<file path="config.mk">
export PLATFORM = sky130hd
export DESIGN_NAME = pwr_mode_ctl
export DESIGN_NICKNAME = d
export VERILOG_FILES = /design/src/rtl/pmc_pkg.sv /design/src/rtl/pmc_pulse_timer.sv /design/src/rtl/pmc_wd_counter.sv /design/src/rtl/pmc_wake_filter.sv /design/src/rtl/pwr_mode_ctl.sv
export SDC_FILE = /design/constraint.sdc
export NUM_CORES = 1
export LEC_CHECK = 0
export CORE_UTILIZATION = 60
export CTS_BUF_LIST = sky130_fd_sc_hd__clkbuf_4 sky130_fd_sc_hd__clkbuf_8
export CTS_CLUSTER_DIAMETER = 60
export DETAILED_ROUTE_END_ITERATION = 8
export DONT_BUFFER_PORTS = 1
export PLACE_DENSITY = 0.76
export SYNTH_ARGS = -nofsm -noshare
export SYNTH_HDL_FRONTEND = slang
export SYNTH_SLANG_ARGS = --single-unit
</file>
<file path="constraint.sdc">
create_clock -name clk -period 2.08 [get_ports clk]
set_input_delay 0.416 -clock clk [delete_from_list [all_inputs] [get_ports clk]]
set_output_delay 0.416 -clock clk [all_outputs]
set_load 0.02 [all_outputs]
</file>
<file path="src/rtl/pmc_pkg.sv">
package pmc_pkg;
  typedef enum logic {MODE_STANDBY = 1'b0, MODE_RUN = 1'b1} mode_e;

  localparam int CTL_W      = 5;
  localparam int CTL_STBY   = 0;
  localparam int CTL_ONOFF  = 1;
  localparam int CTL_ENA    = 2;
  localparam int CTL_SEL_LO = 3;
  localparam int SEL_W      = 2;
  localparam logic [SEL_W-1:0] SEL_DEFAULT = 2'b11;
endpackage

</file>
<file path="src/rtl/pmc_pulse_timer.sv">
module pmc_pulse_timer #(
  parameter int CNT_W = 5
) (
  input  logic             clk,
  input  logic             rst,
  input  logic             ms_tick,
  input  logic             start,
  input  logic [CNT_W-1:0] width,
  output logic             pulse
);
  logic [CNT_W-1:0] remain;

  always_ff @(posedge clk) begin
    if (rst) begin
      remain <= '0;
      pulse  <= 1'b0;
    end else if (start) begin
      remain <= width;
      pulse  <= 1'b1;
    end else if (pulse && ms_tick) begin
      if (remain <= CNT_W'(1)) begin
        remain <= '0;
        pulse  <= 1'b0;
      end else begin
        remain <= remain - CNT_W'(1);
      end
    end
  end
endmodule

</file>
<file path="src/rtl/pmc_wd_counter.sv">
module pmc_wd_counter #(
  parameter int LIMIT = 5
) (
  input  logic clk,
  input  logic rst,
  input  logic enable,
  input  logic fail,
  input  logic ok,
  output logic limit_hit
);
  localparam int CW = $clog2(LIMIT + 1);
  logic [CW-1:0] fails;

  assign limit_hit = enable && fail && (fails == CW'(LIMIT - 1));

  always_ff @(posedge clk) begin
    if (rst || !enable) begin
      fails <= '0;
    end else if (fail) begin
      fails <= limit_hit ? '0 : fails + CW'(1);
    end else if (ok) begin
      fails <= '0;
    end
  end
endmodule

</file>
<file path="src/rtl/pmc_wake_filter.sv">
module pmc_wake_filter (
  input  logic run,
  input  logic in_en,
  input  logic ev_input_chg,
  input  logic ev_impedance,
  input  logic ev_alarm,
  input  logic ev_dev_reset,
  input  logic ev_osc_fault,
  input  logic ev_wd_fail,
  input  logic ev_missed_read,
  input  logic ev_ext_reset,
  input  logic wd_limit,
  output logic wake,
  output logic run_trig,
  output logic shutdown
);
  logic maskable;

  always_comb begin
    maskable = in_en && (ev_input_chg || ev_impedance || ev_alarm || ev_dev_reset);
    wake     = !run && (maskable || ev_osc_fault);
    run_trig = run && (ev_wd_fail || ev_osc_fault || ev_missed_read || ev_ext_reset);
    shutdown = run && (ev_missed_read || wd_limit);
  end
endmodule

</file>
<file path="src/rtl/pwr_mode_ctl.sv">
module pwr_mode_ctl
  import pmc_pkg::*;
#(
  parameter int WIDTH0   = 1,
  parameter int WIDTH1   = 5,
  parameter int WIDTH2   = 10,
  parameter int WIDTH3   = 20,
  parameter int WD_LIMIT = 5
) (
  input  logic             clk,
  input  logic             rst,
  input  logic             ms_tick,
  input  logic             ev_input_chg,
  input  logic             ev_impedance,
  input  logic             ev_alarm,
  input  logic             ev_dev_reset,
  input  logic             ev_osc_fault,
  input  logic             ev_wd_fail,
  input  logic             ev_wd_ok,
  input  logic             ev_missed_read,
  input  logic             ev_ext_reset,
  input  logic             ctl_wr,
  input  logic [CTL_W-1:0] ctl_wdata,
  output logic             on_off,
  output logic             reset_pulse,
  output logic             bus_reset,
  output logic             inputs_enabled,
  output logic             mode_run
);
  localparam int CNT_W = $clog2(WIDTH3 + 1);

  mode_e            mode_q;
  logic [SEL_W-1:0] sel_q;
  logic [CNT_W-1:0] width;
  logic             wake, run_trig, shutdown, trigger, wd_limit;
  logic             run;

  assign run      = (mode_q == MODE_RUN);
  assign mode_run = run;
  assign trigger  = wake || run_trig;

  always_comb begin
    case (sel_q)
      2'b00:   width = CNT_W'(WIDTH0);
      2'b01:   width = CNT_W'(WIDTH1);
      2'b10:   width = CNT_W'(WIDTH2);
      default: width = CNT_W'(WIDTH3);
    endcase
  end

  pmc_wake_filter i_filter (
    .run(run), .in_en(inputs_enabled),
    .ev_input_chg(ev_input_chg), .ev_impedance(ev_impedance),
    .ev_alarm(ev_alarm), .ev_dev_reset(ev_dev_reset),
    .ev_osc_fault(ev_osc_fault), .ev_wd_fail(ev_wd_fail),
    .ev_missed_read(ev_missed_read), .ev_ext_reset(ev_ext_reset),
    .wd_limit(wd_limit),
    .wake(wake), .run_trig(run_trig), .shutdown(shutdown)
  );

  pmc_wd_counter #(.LIMIT(WD_LIMIT)) i_wd (
    .clk(clk), .rst(rst), .enable(run),
    .fail(ev_wd_fail), .ok(ev_wd_ok), .limit_hit(wd_limit)
  );

  pmc_pulse_timer #(.CNT_W(CNT_W)) i_timer (
    .clk(clk), .rst(rst), .ms_tick(ms_tick),
    .start(trigger), .width(width), .pulse(reset_pulse)
  );

  always_ff @(posedge clk) begin
    if (rst) begin
      mode_q         <= MODE_STANDBY;
      on_off         <= 1'b0;
      inputs_enabled <= 1'b1;
      sel_q          <= SEL_DEFAULT;
      bus_reset      <= 1'b0;
    end else begin
      bus_reset <= trigger;

      if (trigger)
        inputs_enabled <= 1'b0;
      else if (ctl_wr && ctl_wdata[CTL_ENA])
        inputs_enabled <= 1'b1;

      if (ctl_wr)
        sel_q <= ctl_wdata[CTL_SEL_LO +: SEL_W];

      if (!run) begin
        if (wake) begin
          mode_q <= MODE_RUN;
          on_off <= 1'b1;
        end
      end else if (shutdown) begin
        mode_q <= MODE_STANDBY;
        on_off <= 1'b0;
      end else if (run_trig) begin
        on_off <= 1'b1;
      end else if (ctl_wr) begin
        if (ctl_wdata[CTL_STBY]) begin
          mode_q <= MODE_STANDBY;
          on_off <= 1'b0;
        end else begin
          on_off <= ctl_wdata[CTL_ONOFF];
        end
      end
    end
  end
endmodule

</file>
Word level (Yosys, flattened, before mapping)
Index checks and enable logic that the tools add are counted.
Widths: inputs -> output; s select.

storage, ports and cells
  register bits = 15
  bits of input ports = 18

operators by class
  add/sub/neg operators = 2
  order comparisons = 1
  eq/ne operators = 4
  multiplexer cells = 24
  reduce and logical (&&, ||, !) cells = 27

operator list
  kind                 number
  $mux 1               17
  $mux 5               3
  $pmux 5 s3           1
  $logic_or 1x1->1     10
  $reduce_bool 2->1    5
  $mux 3               3
  $logic_and 1x1->1    8
  $le 5x1->1 const B   1
  $sub 5x1->5 const B  1
  $ne 4x2->1 const B   1
  $reduce_and 2->1     2
  $add 3x1->3 const B  1
  $eq 3x3->1 const B   1
  $eq 2x1->1 const B   1
  $eq 2x2->1 const B   1
  $logic_not 2->1      1
  $logic_not 1->1      1

Depth between registers and ports, before layout
  word-level depth = 9
  gate-level depth with buffers = 6
  depth with buffers taken out = 6

Cells and area by module
Synthesis repeated with hierarchy kept, for this count alone.

second synthesis, totals
  cells, all modules = 98
  area, all modules = 843.3 um^2

modules (own cells, without submodules)
  module           instances  cells an instance  area an instance (um^2)  sequential area each (um^2)
  pmc_pulse_timer  1          41                 361.6                    120.1
  pwr_mode_ctl     1          31                 275.3                    120.1
  pmc_wd_counter   1          21                 170.2                    60.1
  pmc_wake_filter  1          5                  36.3                     0.0

Worst setup path before layout
OpenSTA, ideal clock, no wires.

  path kind = reg-to-reg
  from = reg mode_q (netlist: mode_run)
  to = reg i_timer.remain[0]
  setup time = 88 ps
  arrival = 1578 ps
  required time = 1992 ps
  setup slack = 414 ps
  stages on the path, launching flop included = 6
  path buffers = 1
  clock period less this slack = 1666 ps
  cells stage by stage = dfxtp_1 or4b_4 o22ai_4 buf_6 nor2_2 a311oi_2

on the way
  longest elaborated chain between the ends = 4

ends and longest elaborated chain
  item                                                line                   source
  start: declaration                                  pwr_mode_ctl.sv:32     mode_e mode_q;
  start signal: assignment                            pwr_mode_ctl.sv:73     mode_q <= MODE_STANDBY;
  start signal: assignment                            pwr_mode_ctl.sv:91     mode_q <= MODE_RUN;
  start signal: assignment                            pwr_mode_ctl.sv:95     mode_q <= MODE_STANDBY;
  $logic_not 1->1                                     pmc_wake_filter.sv:21  wake = !run && (maskable || ev_osc_fault);
  $logic_and 1x1->1                                   pmc_wake_filter.sv:21
  $logic_or 1x1->1 *                                  pwr_mode_ctl.sv:40     assign trigger = wake || run_trig;
  $mux 5 / $reduce_bool 2->1 (equally long branches)  --
  end signal: assignment                              pmc_pulse_timer.sv:18  remain <= width;
  end signal: assignment                              pmc_pulse_timer.sv:25  remain <= remain - CNT_W'(1);
  end: declaration                                    pmc_pulse_timer.sv:11  logic [CNT_W-1:0] remain;

Every way passes the cells marked *; elsewhere a longest branch is shown, timed or not.
A chain may end at the register's enable or synchronous reset.

Worst setup path after layout
  from = reg i_timer.remain[1]
  to = reg i_timer.remain[0]

on the way
  longest elaborated chain between the ends = 4

ends and longest elaborated chain
  item        line                   source
  $le 5x1->1  pmc_pulse_timer.sv:21  if (remain <= CNT_W'(1)) begin
  $mux 5      pmc_pulse_timer.sv:21
  $mux 5      pmc_pulse_timer.sv:20  end else if (pulse && ms_tick) begin
  $mux 5      pmc_pulse_timer.sv:17  end else if (start) begin

No other way between the ends. The select of a mux whose other input is x is not followed.

==> impl_metrics.yaml <==
status:
  outcome: "complete, no violations"
die:
  core.rowCount: 12
  design.die.area_um2: 1490
  die_w_um: 38.6
  initial_core_util_pct: 68.7
  io_pins: 23
  core_area_um2: 1170
  die_h_um: 38.6
worst_setup_path:
  crit_type: "flop to flop"
  worst-endpoint-arrival_ns: 1.80
  critical_path.reg2reg.startpoint: "i_timer.remain[1]"
  crit_path_start_kind: "flop"
  crit_path_max_fanout: 5
  timing.critical_path.to_type: "flop"
  critical-path-max-stage-delay_ns: 0.46
  r2r.worst_path.cells: 5
  worstPathCellList: "inv_1 -> ha_1 -> o21ai_0 -> nand4_1 -> a311oi_2"
  r2r_slack_ns: 0.47
  critical_path.slowest_cell: "o21ai_0"
  crit_path_end: "i_timer.remain[0]"
  worstPathRequired_ns: 2.27
  startpoint: "i_timer.remain[1]"
  r2r-end: "i_timer.remain[0]"
timing:
  postLayoutSetupSlackWorst_ns: 0.466
  period_needed_ns: 1.61
  setup_viol: 0
  grt_setup_unrepaired: "no"
  tightestPinTransition_ns: 0.546
  final_max_slew_viol_count: 0
  post_route_setup_tns_ns: 0
  holdWs_ns: 0.196
  fmax_mhz: 620
  worst_clk_skew_ns: 0.00841
  timing.final.crit_share_pct: 77.6
  max-slew-margin-rel_pct: 63.2
  hold_violation_total_from_the_final_report: 0
logic_synthesis:
  synth.top_cells.by_area: "dfxtp_1, ha_1, inv_1, nor2_1, a21oi_1"
  share_of_yosys_cell_area_claimed_by_the_top_area_cell_type_pct: 37.3
  synthDominantAreaCellType: "dfxtp_1"
  synth_edf_count: 0
  synth_fp_nets: 115
  synthDistinctLibCells: 33
  synth_cells: 93
  dominantRegCellSynth: "dfxtp_1"
  post_synth_instance_area_um2: 805
  seq_area_frac_synth_pct: 37.3
  yosys_warnings: 0
  synth_most_common_cell: "dfxtp_1"
  post_synth_most_frequent_cells: "dfxtp_1, inv_1, nor2_1"
  async_flop_share_pct: 0
  syn-mean-instance-area_um2: 8.65
  ys_ff_latch: 15
power:
  max-vdd-ir-drop_mv: 0.493
  power-per-cell-area_nw_per_um2: 721
  leakage_power_nw: 0.329
global_routing:
  wire_length_of_the_first_global_routing_pass_um: 2440
  grt_antenna_before_repair: 0
  pin_count_of_the_biggest_net_entering_global_routing: 13
  via_count_of_the_first_global_routing_pass: 600
  track_usage_pct: 23.9
  globalRoute.totalOverflow: 0
route:
  antenna_violating_nets_post_route: 0
  routed_via_density: 6.04
  drt_pre_antenna_iters: 4
  post-route-drc-count: 0
  starting_drc_count_in_detailed_routing: 22
  wl_per_cell_um: 13.3
  route.final.wire_length_um: 1460
  routed-via-count: 664
finish:
  layout-drive-gt1-share_pct: 12.5
  multi_input_area_um2: 448
  fillerInstances: 98
  layout_stage_area_growth_over_the_synthesis_result_pct: 4.98
  final_net_count: 119
  seq_area_um2: 300
  post-route-util_pct: 72.1
  antennaDiodeCount: 0
min_path:
  hold_path_class: "primary input to flop"
placement:
  globalplace.congestion: 0.702
  portBuffers: 0
  dp_hpwl_um: 1130
  dpl_worst_slack_ns: 0.338
clock_tree:
  postCtsSetupRepairBufs: 0
  clk_latency_ns: 0.28
  cts_sinks: 15
  cts.reportedPaths.clkPinSlew_ns: 0.08
  cts.hold.buffers_added: 0
  cts_root_buf: "clkbuf_4"
  cts_tree: "done"
  cts-root-to-sink-buffers: 2
  clock_tree.htree_level_count: 1
  cts-buffers-inserted: 3
  cts_resized: 0
job:
  maxCapViolations: 0
-- cells by family after synthesis --
kind of cell	synth area share, %
compound gates	28.6
fa+ha+maj	6.22
flops	37.3
buf+inv	7.00
mux	2.49
simple gates	18.4
-- cell type report --
cell class	count	area share, %
clock buffers	4	3.56
multi-input cells	65	53.0
inverters	11	4.89
repair buffers	1	0.889
flip-flops and latches	15	35.6
well taps	14	2.07
-- through the flow --
| step | total power [mW] | area [um^2] | std cells |
|---|---|---|---|
| CTS | 0.615 | 845 | 110 |
| global placement | 0.443 | 815 | 106 |
| floorplan | 0.428 | 805 | 93 |
| global route | 0.651 | 845 | 110 |
| detailed placement | 0.444 | 815 | 106 |
| finish | 0.609 | 845 | 110 |
-- state kept, by name, indices dropped and copies added, names as in the netlist --
name,flops
i_wd.fails,3
i_timer.remain,5
on_off,1
sel_q,2
mode_run,1
inputs_enabled,1
i_timer.pulse,1
bus_reset,1
-- per-layer routing --
| metal | GRT usage, % | wire [um] | vias up |
|---|---|---|---|
| li1 | - | - | 351 |
| met1 | 33.3 | 712 | 289 |
| met2 | 34.2 | 634 | 22 |
| met3 | 9.83 | 101 | 2 |
| met4 | 5.17 | 11 | 0 |
| met5 | 0 | 0 | - |
-- how the worst min path moves through the flow --
stage | from | cells past startpoint | to | slack [ns]
2_1_floorplan | i_wd.fails[2] | 2 | i_wd.fails[2] | 0.47
3_3_place_gp | rst | 1 | i_timer.remain[2] | 0.48
3_5_place_dp | rst | 1 | i_timer.remain[2] | 0.49
4_1_cts | rst | 1 | i_timer.remain[2] | 0.19
5_1_grt | rst | 1 | bus_reset | 0.17
6_report | rst | 1 | i_timer.remain[4] | 0.20
-- critical path, delay by kind of cell (launching register included) --
kind                     cells  cell delay (ns)
flip-flops                   1             0.38
AO/OA/AOI/OAI                2             0.72
buffers and inverters        1             0.08
AND/OR/NAND/NOR              1             0.18
adder cells (fa/ha/maj)      1             0.17
-- cells in the final DEF, fill, tap and decap left out --
| cell | count |
|---|---|
| o22ai_4 | 1 |
| nor2_2 | 1 |
| nor2_1 | 10 |
| nand2_1 | 7 |
| mux2i_1 | 2 |
| o32ai_1 | 1 |
| buf_4 | 1 |
| a311oi_1 | 2 |
| a21o_1 | 1 |
| clkbuf_4 | 4 |
| nand3_1 | 2 |
| nand4_1 | 1 |
| o41a_1 | 1 |
| or2_2 | 1 |
| ha_1 | 4 |
| a22oi_1 | 2 |
| nand3b_1 | 1 |
| o211ai_1 | 2 |
| a211oi_1 | 4 |
| or4b_4 | 1 |
| o22ai_1 | 1 |
| o21ai_0 | 3 |
| o41ai_1 | 1 |
| nor2b_1 | 2 |
| nor3_1 | 3 |
| a31oi_1 | 1 |
| a311oi_2 | 1 |
| dfxtp_1 | 15 |
| a21oi_1 | 6 |
| inv_1 | 11 |
| nor4_1 | 1 |
| a211oi_2 | 1 |
| o32a_2 | 1 |
-- power breakdown --
group	total, mW	switching, mW	internal, mW
registers	0.336	0.0276	0.308
logic	0.102	0.0570	0.0455
clock network	0.170	0.0830	0.0874
Note: power is estimated with default switching activity, not from simulation.
